--- src/rtl/udma_pkg.sv ---
package udma_pkg;
    typedef enum logic [2:0] {
        ST_IDLE,    // no burst, acknowledge released
        ST_ARM,     // acknowledge given, STOP about to be released
        ST_XFER,    // words moving
        ST_HPAUSE,  // host ending: paused, STOP next
        ST_STOPW,   // STOP asserted, waiting for request to drop
        ST_PARK,    // strobe being parked high
        ST_CRCD,    // CRC on bus, acknowledge released next
        ST_CRCR     // acknowledge released, tidy up
    } udma_state_e;

    localparam logic [15:0] UDMA_CRC_POLY = 16'h1021;
    localparam logic [15:0] UDMA_CRC_SEED = 16'h4ABA;
endpackage

--- src/rtl/udma_sync.sv ---
module udma_sync #(
    parameter int            W       = 2,
    parameter int            STAGES  = 2,
    parameter logic [W-1:0]  RST_VAL = '0
) (
    input  logic         clk,
    input  logic         rst_n,
    input  logic [W-1:0] async_i,
    output logic [W-1:0] sync_o,
    output logic [W-1:0] edge_o
);
    logic [W-1:0] stg_q [STAGES];
    logic [W-1:0] prev_q;

    for (genvar g = 0; g < STAGES; g++) begin : g_stage
        if (g == 0) begin : g_first
            always_ff @(posedge clk or negedge rst_n) begin
                if (!rst_n) stg_q[g] <= RST_VAL;
                else        stg_q[g] <= async_i;
            end
        end else begin : g_next
            always_ff @(posedge clk or negedge rst_n) begin
                if (!rst_n) stg_q[g] <= RST_VAL;
                else        stg_q[g] <= stg_q[g-1];
            end
        end
    end

    always_ff @(posedge clk or negedge rst_n) begin
        if (!rst_n) prev_q <= RST_VAL;
        else        prev_q <= stg_q[STAGES-1];
    end

    assign sync_o = stg_q[STAGES-1];
    assign edge_o = stg_q[STAGES-1] ^ prev_q;
endmodule

--- src/rtl/udma_crc16.sv ---
module udma_crc16 #(
    parameter int           W    = 16,
    parameter logic [W-1:0] POLY = udma_pkg::UDMA_CRC_POLY,
    parameter logic [W-1:0] SEED = udma_pkg::UDMA_CRC_SEED
) (
    input  logic         clk,
    input  logic         rst_n,
    input  logic         seed_i,
    input  logic         upd_i,
    input  logic [W-1:0] word_i,
    output logic [W-1:0] crc_o
);
    logic [W-1:0] crc_d, crc_q;

    always_comb begin
        logic [W-1:0] c;
        logic         fb;
        c  = crc_q;
        fb = 1'b0;
        if (seed_i) begin
            c = SEED;
        end else if (upd_i) begin
            for (int i = W - 1; i >= 0; i--) begin
                fb = c[W-1] ^ word_i[i];
                c  = {c[W-2:0], 1'b0};
                if (fb) c = c ^ POLY;
            end
        end
        crc_d = c;
    end

    always_ff @(posedge clk or negedge rst_n) begin
        if (!rst_n) crc_q <= SEED;
        else        crc_q <= crc_d;
    end

    assign crc_o = crc_q;
endmodule

--- src/rtl/udma_burst_host.sv ---
module udma_burst_host
    import udma_pkg::*;
#(
    parameter int DW          = 16,
    parameter int AW          = 3,
    parameter int STB_CYCLES  = 4,
    parameter int SYNC_STAGES = 2
) (
    input  logic          clk,
    input  logic          rst_n,
    input  logic          mode_ultra,
    input  logic          dir_write,
    input  logic          sys_pause,
    input  logic          host_stop_req,
    input  logic [DW-1:0] tx_data,
    input  logic          tx_valid,
    output logic          tx_ready,
    output logic [DW-1:0] rx_data,
    output logic          rx_valid,
    output logic          burst_done,
    input  logic          dreq,
    input  logic          iordy,
    input  logic [DW-1:0] dd_in,
    output logic          dack_n,
    output logic          cs0_n,
    output logic          cs1_n,
    output logic [AW-1:0] da,
    output logic          diow_n,
    output logic          dior_n,
    output logic [DW-1:0] dd_out,
    output logic          dd_oe
);
    localparam int CW = $clog2(STB_CYCLES + 1);
    localparam logic [CW-1:0] HOLD = CW'(STB_CYCLES - 1);

    typedef struct packed {
        udma_state_e   st;
        logic          wr;
        logic          dack_n;
        logic          cs_n;
        logic          stop;
        logic          dior_n;
        logic [DW-1:0] dout;
        logic          oe;
        logic [CW-1:0] cnt;
        logic [DW-1:0] rx;
        logic          rxv;
        logic          done;
    } regs_t;

    localparam regs_t RST_REGS = '{
        st: ST_IDLE, wr: 1'b0, dack_n: 1'b1, cs_n: 1'b1, stop: 1'b1,
        dior_n: 1'b1, dout: '0, oe: 1'b0, cnt: '0, rx: '0, rxv: 1'b0,
        done: 1'b0
    };

    regs_t r_d, r_q;

    // bit 0: device request, bit 1: ready pin (idles high)
    logic [1:0] pin_s, pin_e;
    logic       dreq_s, rdy_s, rdy_edge;

    udma_sync #(.W(2), .STAGES(SYNC_STAGES), .RST_VAL(2'b10)) sync_i (
        .clk    (clk),
        .rst_n  (rst_n),
        .async_i({iordy, dreq}),
        .sync_o (pin_s),
        .edge_o (pin_e)
    );
    assign dreq_s   = pin_s[0];
    assign rdy_s    = pin_s[1];
    assign rdy_edge = pin_e[1];

    logic          crc_seed, crc_upd;
    logic [DW-1:0] crc_word, crc_val;

    udma_crc16 #(.W(DW)) crc_i (
        .clk   (clk),
        .rst_n (rst_n),
        .seed_i(crc_seed),
        .upd_i (crc_upd),
        .word_i(crc_word),
        .crc_o (crc_val)
    );

    always_comb begin
        logic take_rx;
        r_d      = r_q;
        r_d.rxv  = 1'b0;
        r_d.done = 1'b0;
        crc_seed = 1'b0;
        crc_upd  = 1'b0;
        crc_word = tx_data;
        tx_ready = 1'b0;
        take_rx  = 1'b0;
        if (r_q.cnt != '0) r_d.cnt = r_q.cnt - 1'b1;

        unique case (r_q.st)
            ST_IDLE: begin
                if (mode_ultra && dreq_s) begin
                    r_d.st     = ST_ARM;
                    r_d.wr     = dir_write;
                    r_d.dack_n = 1'b0;
                    r_d.cs_n   = 1'b0;
                    r_d.cnt    = '0;
                    crc_seed   = 1'b1;
                end
            end
            ST_ARM: begin
                r_d.stop = 1'b0;
                if (r_q.wr) r_d.oe     = 1'b1;
                else        r_d.dior_n = sys_pause;
                r_d.st = ST_XFER;
            end
            ST_XFER: begin
                if (!dreq_s) begin
                    // device ends the burst: acknowledge with STOP
                    r_d.st   = ST_PARK;
                    r_d.stop = 1'b1;
                    if (!r_q.wr) r_d.dior_n = 1'b1;
                end else if (host_stop_req) begin
                    r_d.st = ST_HPAUSE;
                    if (!r_q.wr) r_d.dior_n = 1'b1;
                    take_rx = !r_q.wr;
                end else if (r_q.wr) begin
                    if (!rdy_s && tx_valid && !sys_pause && r_q.cnt == '0) begin
                        tx_ready   = 1'b1;
                        r_d.dout   = tx_data;
                        r_d.dior_n = ~r_q.dior_n;
                        r_d.cnt    = HOLD;
                        crc_upd    = 1'b1;
                    end
                end else begin
                    r_d.dior_n = sys_pause;
                    take_rx    = 1'b1;
                end
            end
            ST_HPAUSE: begin
                r_d.stop = 1'b1;
                r_d.st   = ST_STOPW;
                take_rx  = !r_q.wr;
            end
            ST_STOPW: begin
                if (!dreq_s) r_d.st = ST_PARK;
            end
            ST_PARK: begin
                if (r_q.wr ? r_q.dior_n : rdy_s) begin
                    r_d.dout = crc_val;
                    r_d.oe   = 1'b1;
                    r_d.st   = ST_CRCD;
                end else if (r_q.wr) begin
                    r_d.dior_n = 1'b1;
                end
            end
            ST_CRCD: begin
                r_d.dack_n = 1'b1;
                r_d.st     = ST_CRCR;
            end
            ST_CRCR: begin
                r_d.oe     = 1'b0;
                r_d.cs_n   = 1'b1;
                r_d.dior_n = 1'b1;
                r_d.done   = 1'b1;
                r_d.st     = ST_IDLE;
            end
            default: r_d = RST_REGS;
        endcase

        if (take_rx && rdy_edge) begin
            r_d.rx   = dd_in;
            r_d.rxv  = 1'b1;
            crc_upd  = 1'b1;
            crc_word = dd_in;
        end
    end

    always_ff @(posedge clk or negedge rst_n) begin
        if (!rst_n) r_q <= RST_REGS;
        else        r_q <= r_d;
    end

    assign dack_n     = r_q.dack_n;
    assign cs0_n      = r_q.cs_n;
    assign cs1_n      = r_q.cs_n;
    assign da         = '0;
    assign diow_n     = r_q.stop;
    assign dior_n     = r_q.dior_n;
    assign dd_out     = r_q.dout;
    assign dd_oe      = r_q.oe;
    assign rx_data    = r_q.rx;
    assign rx_valid   = r_q.rxv;
    assign burst_done = r_q.done;

    AST_SELECT_DURING_ACK: assert property (@(posedge clk) disable iff (!rst_n)
        !dack_n |-> (!cs0_n && !cs1_n && da == '0));
    AST_WR_STROBE_NEEDS_RDY: assert property (@(posedge clk) disable iff (!rst_n)
        (!dack_n && r_q.wr && !diow_n && !$stable(dior_n)) |-> !$past(rdy_s));
    AST_RX_INSIDE_BURST: assert property (@(posedge clk) disable iff (!rst_n)
        rx_valid |-> (!dack_n && !r_q.wr));
    AST_READ_PAUSED_AT_STOP: assert property (@(posedge clk) disable iff (!rst_n)
        ($rose(diow_n) && !dack_n && !r_q.wr) |-> dior_n);
    AST_CRC_AT_RELEASE: assert property (@(posedge clk) disable iff (!rst_n)
        $rose(dack_n) |-> (dd_oe && dd_out == crc_val && diow_n));
    AST_ACK_NEEDS_MODE: assert property (@(posedge clk) disable iff (!rst_n)
        $fell(dack_n) |-> $past(mode_ultra));
endmodule

--- config.mk ---
export PLATFORM = sky130hd
export DESIGN_NAME = udma_burst_host
export DESIGN_NICKNAME = d
export VERILOG_FILES = /design/src/rtl/udma_pkg.sv /design/src/rtl/udma_sync.sv /design/src/rtl/udma_crc16.sv /design/src/rtl/udma_burst_host.sv
export SDC_FILE = /design/constraint.sdc
export NUM_CORES = 1
export LEC_CHECK = 0
export ABC_CLOCK_PERIOD_IN_PS = 3150
export BUFFER_PORTS_ARGS = -buffer_cell sky130_fd_sc_hd__buf_2
export CAP_MARGIN = 20
export CORE_ASPECT_RATIO = 1.4
export CORE_MARGIN = 2
export CORE_UTILIZATION = 49
export CTS_CLUSTER_SIZE = 12
export DETAILED_ROUTE_END_ITERATION = 16
export GPL_TIMING_DRIVEN = 1
export PLACE_DENSITY = 0.76
export SYNTH_ARGS = -nofsm -noshare
export SYNTH_HDL_FRONTEND = slang
export SYNTH_SLANG_ARGS = --single-unit
--- constraint.sdc ---
create_clock -name clk -period 3.15 [get_ports clk]
set_clock_uncertainty 0.15 [all_clocks]
set_input_delay 0.315 -clock clk [delete_from_list [all_inputs] [get_ports clk]]
set_output_delay 0.315 -clock clk [all_outputs]
set_load 0.1 [all_outputs]
==> out/metrics.csv, run 1 <==
metric,value,unit
min_from,dir_write,
fin_area,4447,um^2
syn_area,3887,um^2
maxSlewHeadroom,51.92,%
endpoint_kind,register,
cap_violations,0,
cp.arrival,3100,ps
routedWlPerCell,15.77,um
synth_area_leaders,"dfrtp_1 (33%), dfstp_2 (10%), mux2i_1 (7.7%)",
report.final.slew_viol_count,0,
antenna_found_initial,0,
path_class,reg -> reg,
die_y,109.4,um
grt_pass1_wl,13460,um
fin_util,57.38,%
totalWireLength,8531,um
drtAntennaViolNets,0,
final_cell_mix,"buf_2 (81), dfrtp_1 (52), xnor2_1 (34)",
dr_total_vias,2813,
syn_inst,378,
fin_nets,479,
cts_num_sinks,67,
synth_top_area_cell,dfrtp_1,
drtIter0Drc,154,
post_drt_via_cell_ratio,5.200,
path_max_fanout,33,
worstSkewPairLatency,350,ps
finalHoldViolCount,0,
pre_cts_ws,-31.45,ps
start_util,50.16,%
hold_ws,38.85,ps
startpoint_type,register,
synth.top_cell.area_share,33.47,%
final_layout_size_suffix_gt1_share,35.37,%
ys_seq_area_share,43.61,%
hold_class,in -> reg,
design.core.area,7750,um^2
cts_buffers,9,
status,"finished, final reports clean",
globalplace.congestion,0.8560,
finalCritPeriodShare,95.73,%
drc_errors,0,
grt_setup_unrepaired,false,
cts_tree,built,
io_pins,85,
dp_hpwl,6149,um
period_minus_slack,3015,ps
cts_buffer_depth,2,
die-area,8672,um^2
h-tree-depth,3,
clkTransAtPathRegs,70,ps
synth_cell_types,43,
ys_warn_count,0,
crit_path_start,r_q[45]$_DFFE_PN0P_,
die_x,79.28,um
synth-seq-cells,67,
required,3230,ps
worstMarginPinSlew,721.1,ps
grt_overflow,0,
diodes,0,
cts-root-buf,clkbuf_8,
synth-main-ff-cell,dfrtp_1,
setup_viol,0,
final_common_cell,buf_2,
rows,38,
dpl-instance-area,4210,um^2
setup_ws,134.6,ps
area_growth,14.39,%
portBuffers,81,
grt_max_degree,34,
synth-edff-count,0,
max_freq,331.6,MHz
avgSynthCellArea,10.28,um^2
r2r-start,r_q[45]$_DFFE_PN0P_,
grt_usage,20.75,%
postSynth.asyncResetShare,100.0,%
grt_pass1_vias,2766,
drt_pass1_iterations,4,
[routing by layer]
layer / routed length (um) / part of all wire, % / GRT usage, %
met2: 4594 / 54 / 36.99
met4: 216 / 2.5 / 9.236
met1: 3328 / 39 / 23.11
met3: 392 / 4.6 / 5.501
met5: 0 / 0 / 0
[worst paths after layout]
path                                               end  slack (ps)  cells after the start
min in group asynchronous   sync_i.sync_o[0]$_DFF_PN0_         410                      2
max reg2reg                 crc_i.crc_o[8]$_DFFE_PN0P_         130                      9
min reg2reg                 sync_i.sync_o[0]$_DFF_PN0_         200                      0
max in group asynchronous  crc_i.crc_o[11]$_DFFE_PN1P_        1650                      3
max                         crc_i.crc_o[8]$_DFFE_PN0P_         130                      9
min                                r_q[42]$_DFFE_PN0P_          40                      3
[stage by stage]
step | cells | setup TNS (ps)
floorplan | 380 | 0
global placement | 521 | 0
detailed placement | 521 | -36.41
CTS | 540 | 0
global route | 541 | 0
finish | 541 | 0
[state kept, by name (all words and copies together), names as in the netlist, 2 cells and up]
name           flops
r_q                7
rx_data           16
dd_out            16
sync_i.sync_o      2
crc_i.crc_o       16
sync_i.stg_q       2
[final cells by class]
class                           count  area [um^2]
Sequential cell                    67         1695
Tap cell                          100        125.1
Clock buffer                       14        172.7
Multi-Input combinational cell    253         1864
Fill cell                         692         3303
Timing Repair Buffer               98        553.0
Clock inverter                      2        10.01
Inverter                            7        26.28
[synth_stat cells, drive strengths merged (2+ instances only)]
cell	number
a21o	2
a21oi	27
a32oi	2
buf	39
clkbuf	14
dfrtp	52
dfstp	15
ha	2
inv	7
mux2	16
mux2i	30
nand2	17
nand2b	8
nand3	9
nor2	33
nor2b	8
nor3	7
o21ai	17
o22ai	2
o32ai	2
or2	5
xnor2	40
xnor3	3
xor2	7
[cells by family (layout without fill, tap and decap cells)]
family	Yosys count	count (layout)	share of synthesized area (%)
buffers and inverters	60	121	9.366
xor gates and xnor gates	50	50	13.49
adders and majority gates	2	2	0.6436
DFF	67	67	43.61
muxes	46	46	12.36
other	1	3	0.09646
AOI/OAI and AO/OA	58	58	8.594
and+or+nand+nor	94	94	11.84
[repair_timing]
| action | 4_1_cts | 5_1_grt |
|---|---|---|
| hold buffers | 3 | 0 |
| pin swaps | 1 | 0 |
| endpoints found under the setup margin | 2 | 2 |
| hold endpoints to repair | 25 | 0 |
| gates resized for setup | 2 | 2 |
| buffers inserted | 0 | 0 |
[critical path, cell delays in order (launching register included)]
cell	delay, ps
dfrtp_1	380
or3b_1	450
nor3_4	190
buf_12	260
mux2i_1	300
xnor2_2	190
xnor3_2	460
xnor2_2	270
xnor2_1	160
o21ai_1	80
Power of run 1 is not shown: default switching activity piles up to over one toggle a cycle in this logic, so the estimate is an artifact.
==> run 2: changes to the inputs <==
CORE_UTILIZATION = 50   (was 49)
PLACE_DENSITY = 0.77   (was 0.76)
SYNTH_HIERARCHICAL = 1   (was unset)
==> run 2 against run 1 <==
The run now ends with negative setup slack left. Clock-buffer cell count fell by 2. Fmax fell by 5.5%. Critical path depth rose by 4.
==> out/metrics.csv, run 2 <==
metric,value,unit,change
maxSlewHeadroom,49.63,%,was 51.92%
drtAntennaViolNets,0,,unchanged
required,3240,ps,was 3230 ps
cts_buffers,9,,unchanged
multi_input_area,1916,um^2,was 1864 um^2
grt_max_degree,37,,was 34
setup_ws,-40.82,ps,was 134.6 ps
drtIter0Drc,215,,was 154
finalHoldViolCount,0,,unchanged
grt_pass1_vias,3069,,was 2766
final_cell_mix,"nand2_1 (92), buf_2 (81), dfrtp_1 (52)",,"was buf_2 (81), dfrtp_1 (52), xnor2_1 (34)"
grt_usage,23.07,%,was 20.75%
area_growth,24.00,%,was 14.39%
status,"finished, violations left",,"was finished, final reports clean"
seqCellArea,1695,um^2,unchanged
die-area,8477,um^2,was 8672 um^2
portBuffers,81,,unchanged
period_minus_slack,3191,ps,was 3015 ps
grt_overflow,0,,unchanged
syn_inst,419,,was 378
path_class,reg -> reg,,unchanged
finalCritPeriodShare,101.3,%,was 95.73%
setup_viol,1,,was 0
drt_pass1_iterations,4,,unchanged
path_max_fanout,7,,was 33
endpoint_kind,register,,unchanged
io_pins,85,,unchanged
dr_total_vias,3134,,was 2813
cts_buffer_depth,2,,unchanged
fin_setup_tns,-40.82,ps,was 0 ps
hold_class,in -> reg,,unchanged
start_util,50.60,%,was 50.16%
grt_setup_unrepaired,true,,was false
die_x,78.39,um,was 79.28 um
startpoint_type,register,,unchanged
n_fill_cell,647,,was 692
fin_cells,604,,was 541
cp.arrival,3280,ps,was 3100 ps
design.core.area,7655,um^2,was 7750 um^2
diodes,0,,unchanged
post_drt_via_cell_ratio,5.189,,was 5.200
report.final.slew_viol_count,0,,unchanged
cts-root-buf,clkbuf_8,,unchanged
cap_violations,0,,unchanged
final_common_cell,nand2_1,,was buf_2
syn_area,3874,um^2,was 3887 um^2
placedCellCount,574,,was 521
worstSkewPairLatency,350,ps,about the same
globalplace.congestion,0.9264,,was 0.8560
grt_pass1_wl,14940,um,was 13460 um
clkTransAtPathRegs,70,ps,about the same
max_freq,313.4,MHz,was 331.6 MHz
cts_num_sinks,67,,unchanged
drc_errors,0,,unchanged
cts_tree,built,,unchanged
fin_nets,542,,was 479
totalWireLength,9696,um,was 8531 um
ys_warn_count,6,,was 0
avgSynthCellArea,9.245,um^2,was 10.28 um^2
violations,negative setup slack,,
rows,38,,unchanged
dp_hpwl,6841,um,was 6149 um
h-tree-depth,3,,unchanged
final_layout_size_suffix_gt1_share,38.69,%,was 35.37%
routedWlPerCell,16.05,um,was 15.77 um
antenna_found_initial,0,,unchanged
die_y,108.1,um,was 109.4 um
worstMarginPinSlew,755.5,ps,was 721.1 ps
run 2: changes by cell type in the layout (fill, tap and decap cells not counted), moves of 14 or more:
cell,before,now
a21oi_1,27,12
mux2_2,16,2
mux2i_1,28,4
inv_1,7,24
buf_4,13,31
nand2_1,17,92
nor2_1,33,19
o22ai_1,2,16
run 2: metal layers:
layer  global-route usage, %  part of all wire [%]  wire length [um]
met1                   27.10                    38              3680
met2                   40.27                    54              5220
met3                   4.674                   5.0               488
met4                   11.03                   3.2               307
met5                       0                     0                 0
run 2: repair_timing:
| action | 4_1_cts | 5_1_grt |
|---|---|---|
| pin swaps | 2 | 12 |
| endpoints found under the hold margin | 26 | 0 |
| buffers inserted | 3 | 6 |
| endpoints found under the setup margin | 3 | 8 |
| cloned | 0 | 2 |
| resized for setup | 2 | 27 |
| hold buffers | 3 | 0 |
run 2: cell type report:
cell class	instances	share of cell area [%]
Clock inverter	4	1.016
Sequential cell	67	35.30
Tap cell	100	2.605
Inverter	25	2.058
Multi-Input combinational cell	275	39.88
Clock buffer	12	3.230
Timing Repair inverter	1	0.1042
Timing Repair Buffer	120	15.81
run 2: per-stage QoR:
stage	hold WS [ps]	util [%]	setup WS [ps]	cell area (um^2)
2_1_floorplan	-130.6	-	0.3835	3921
3_3_place_gp	185.6	56.16	-9.225	4299
3_5_place_dp	184.7	56.16	-60.50	4299
4_1_cts	13.11	59.61	3.601	4563
5_1_grt	35.68	62.75	-233.4	4803
6_report	29.68	62.75	-40.82	4803
run 2: critical path, cell delays in order, from the launching register on:
cell	delay, ps
dfstp_2	560
xor2_2	180
o2111ai_4	210
buf_12	200
clkbuf_16	150
nand2_1	60
nand2_1	60
xnor2_1	120
buf_4	150
xnor2_2	150
xnor2_1	270
xnor2_1	210
mux2i_1	260
mux2_2	350
run 2: worst paths after layout:
path	start	end	slack [ps]	cells after the start
min in group asynchronous	rst_n	sync_i/stg_q[2]$_DFF_PN0_	420	2
max in group asynchronous	rst_n	crc_i/crc_o[14]$_DFFE_PN1P_	1710	3
worst min register to register	sync_i/stg_q[2]$_DFF_PN0_	sync_i/sync_o[0]$_DFF_PN0_	200	0
worst min-delay path	dir_write	r_q[42]$_DFFE_PN0P_	30	3
worst max-delay path	sync_i/sync_o[1]$_DFF_PN1_	crc_i/crc_o[12]$_DFFE_PN0P_	-40	13
worst max register to register	sync_i/sync_o[1]$_DFF_PN1_	crc_i/crc_o[12]$_DFFE_PN0P_	-40	13
Power of run 2 is left out for the same reason.
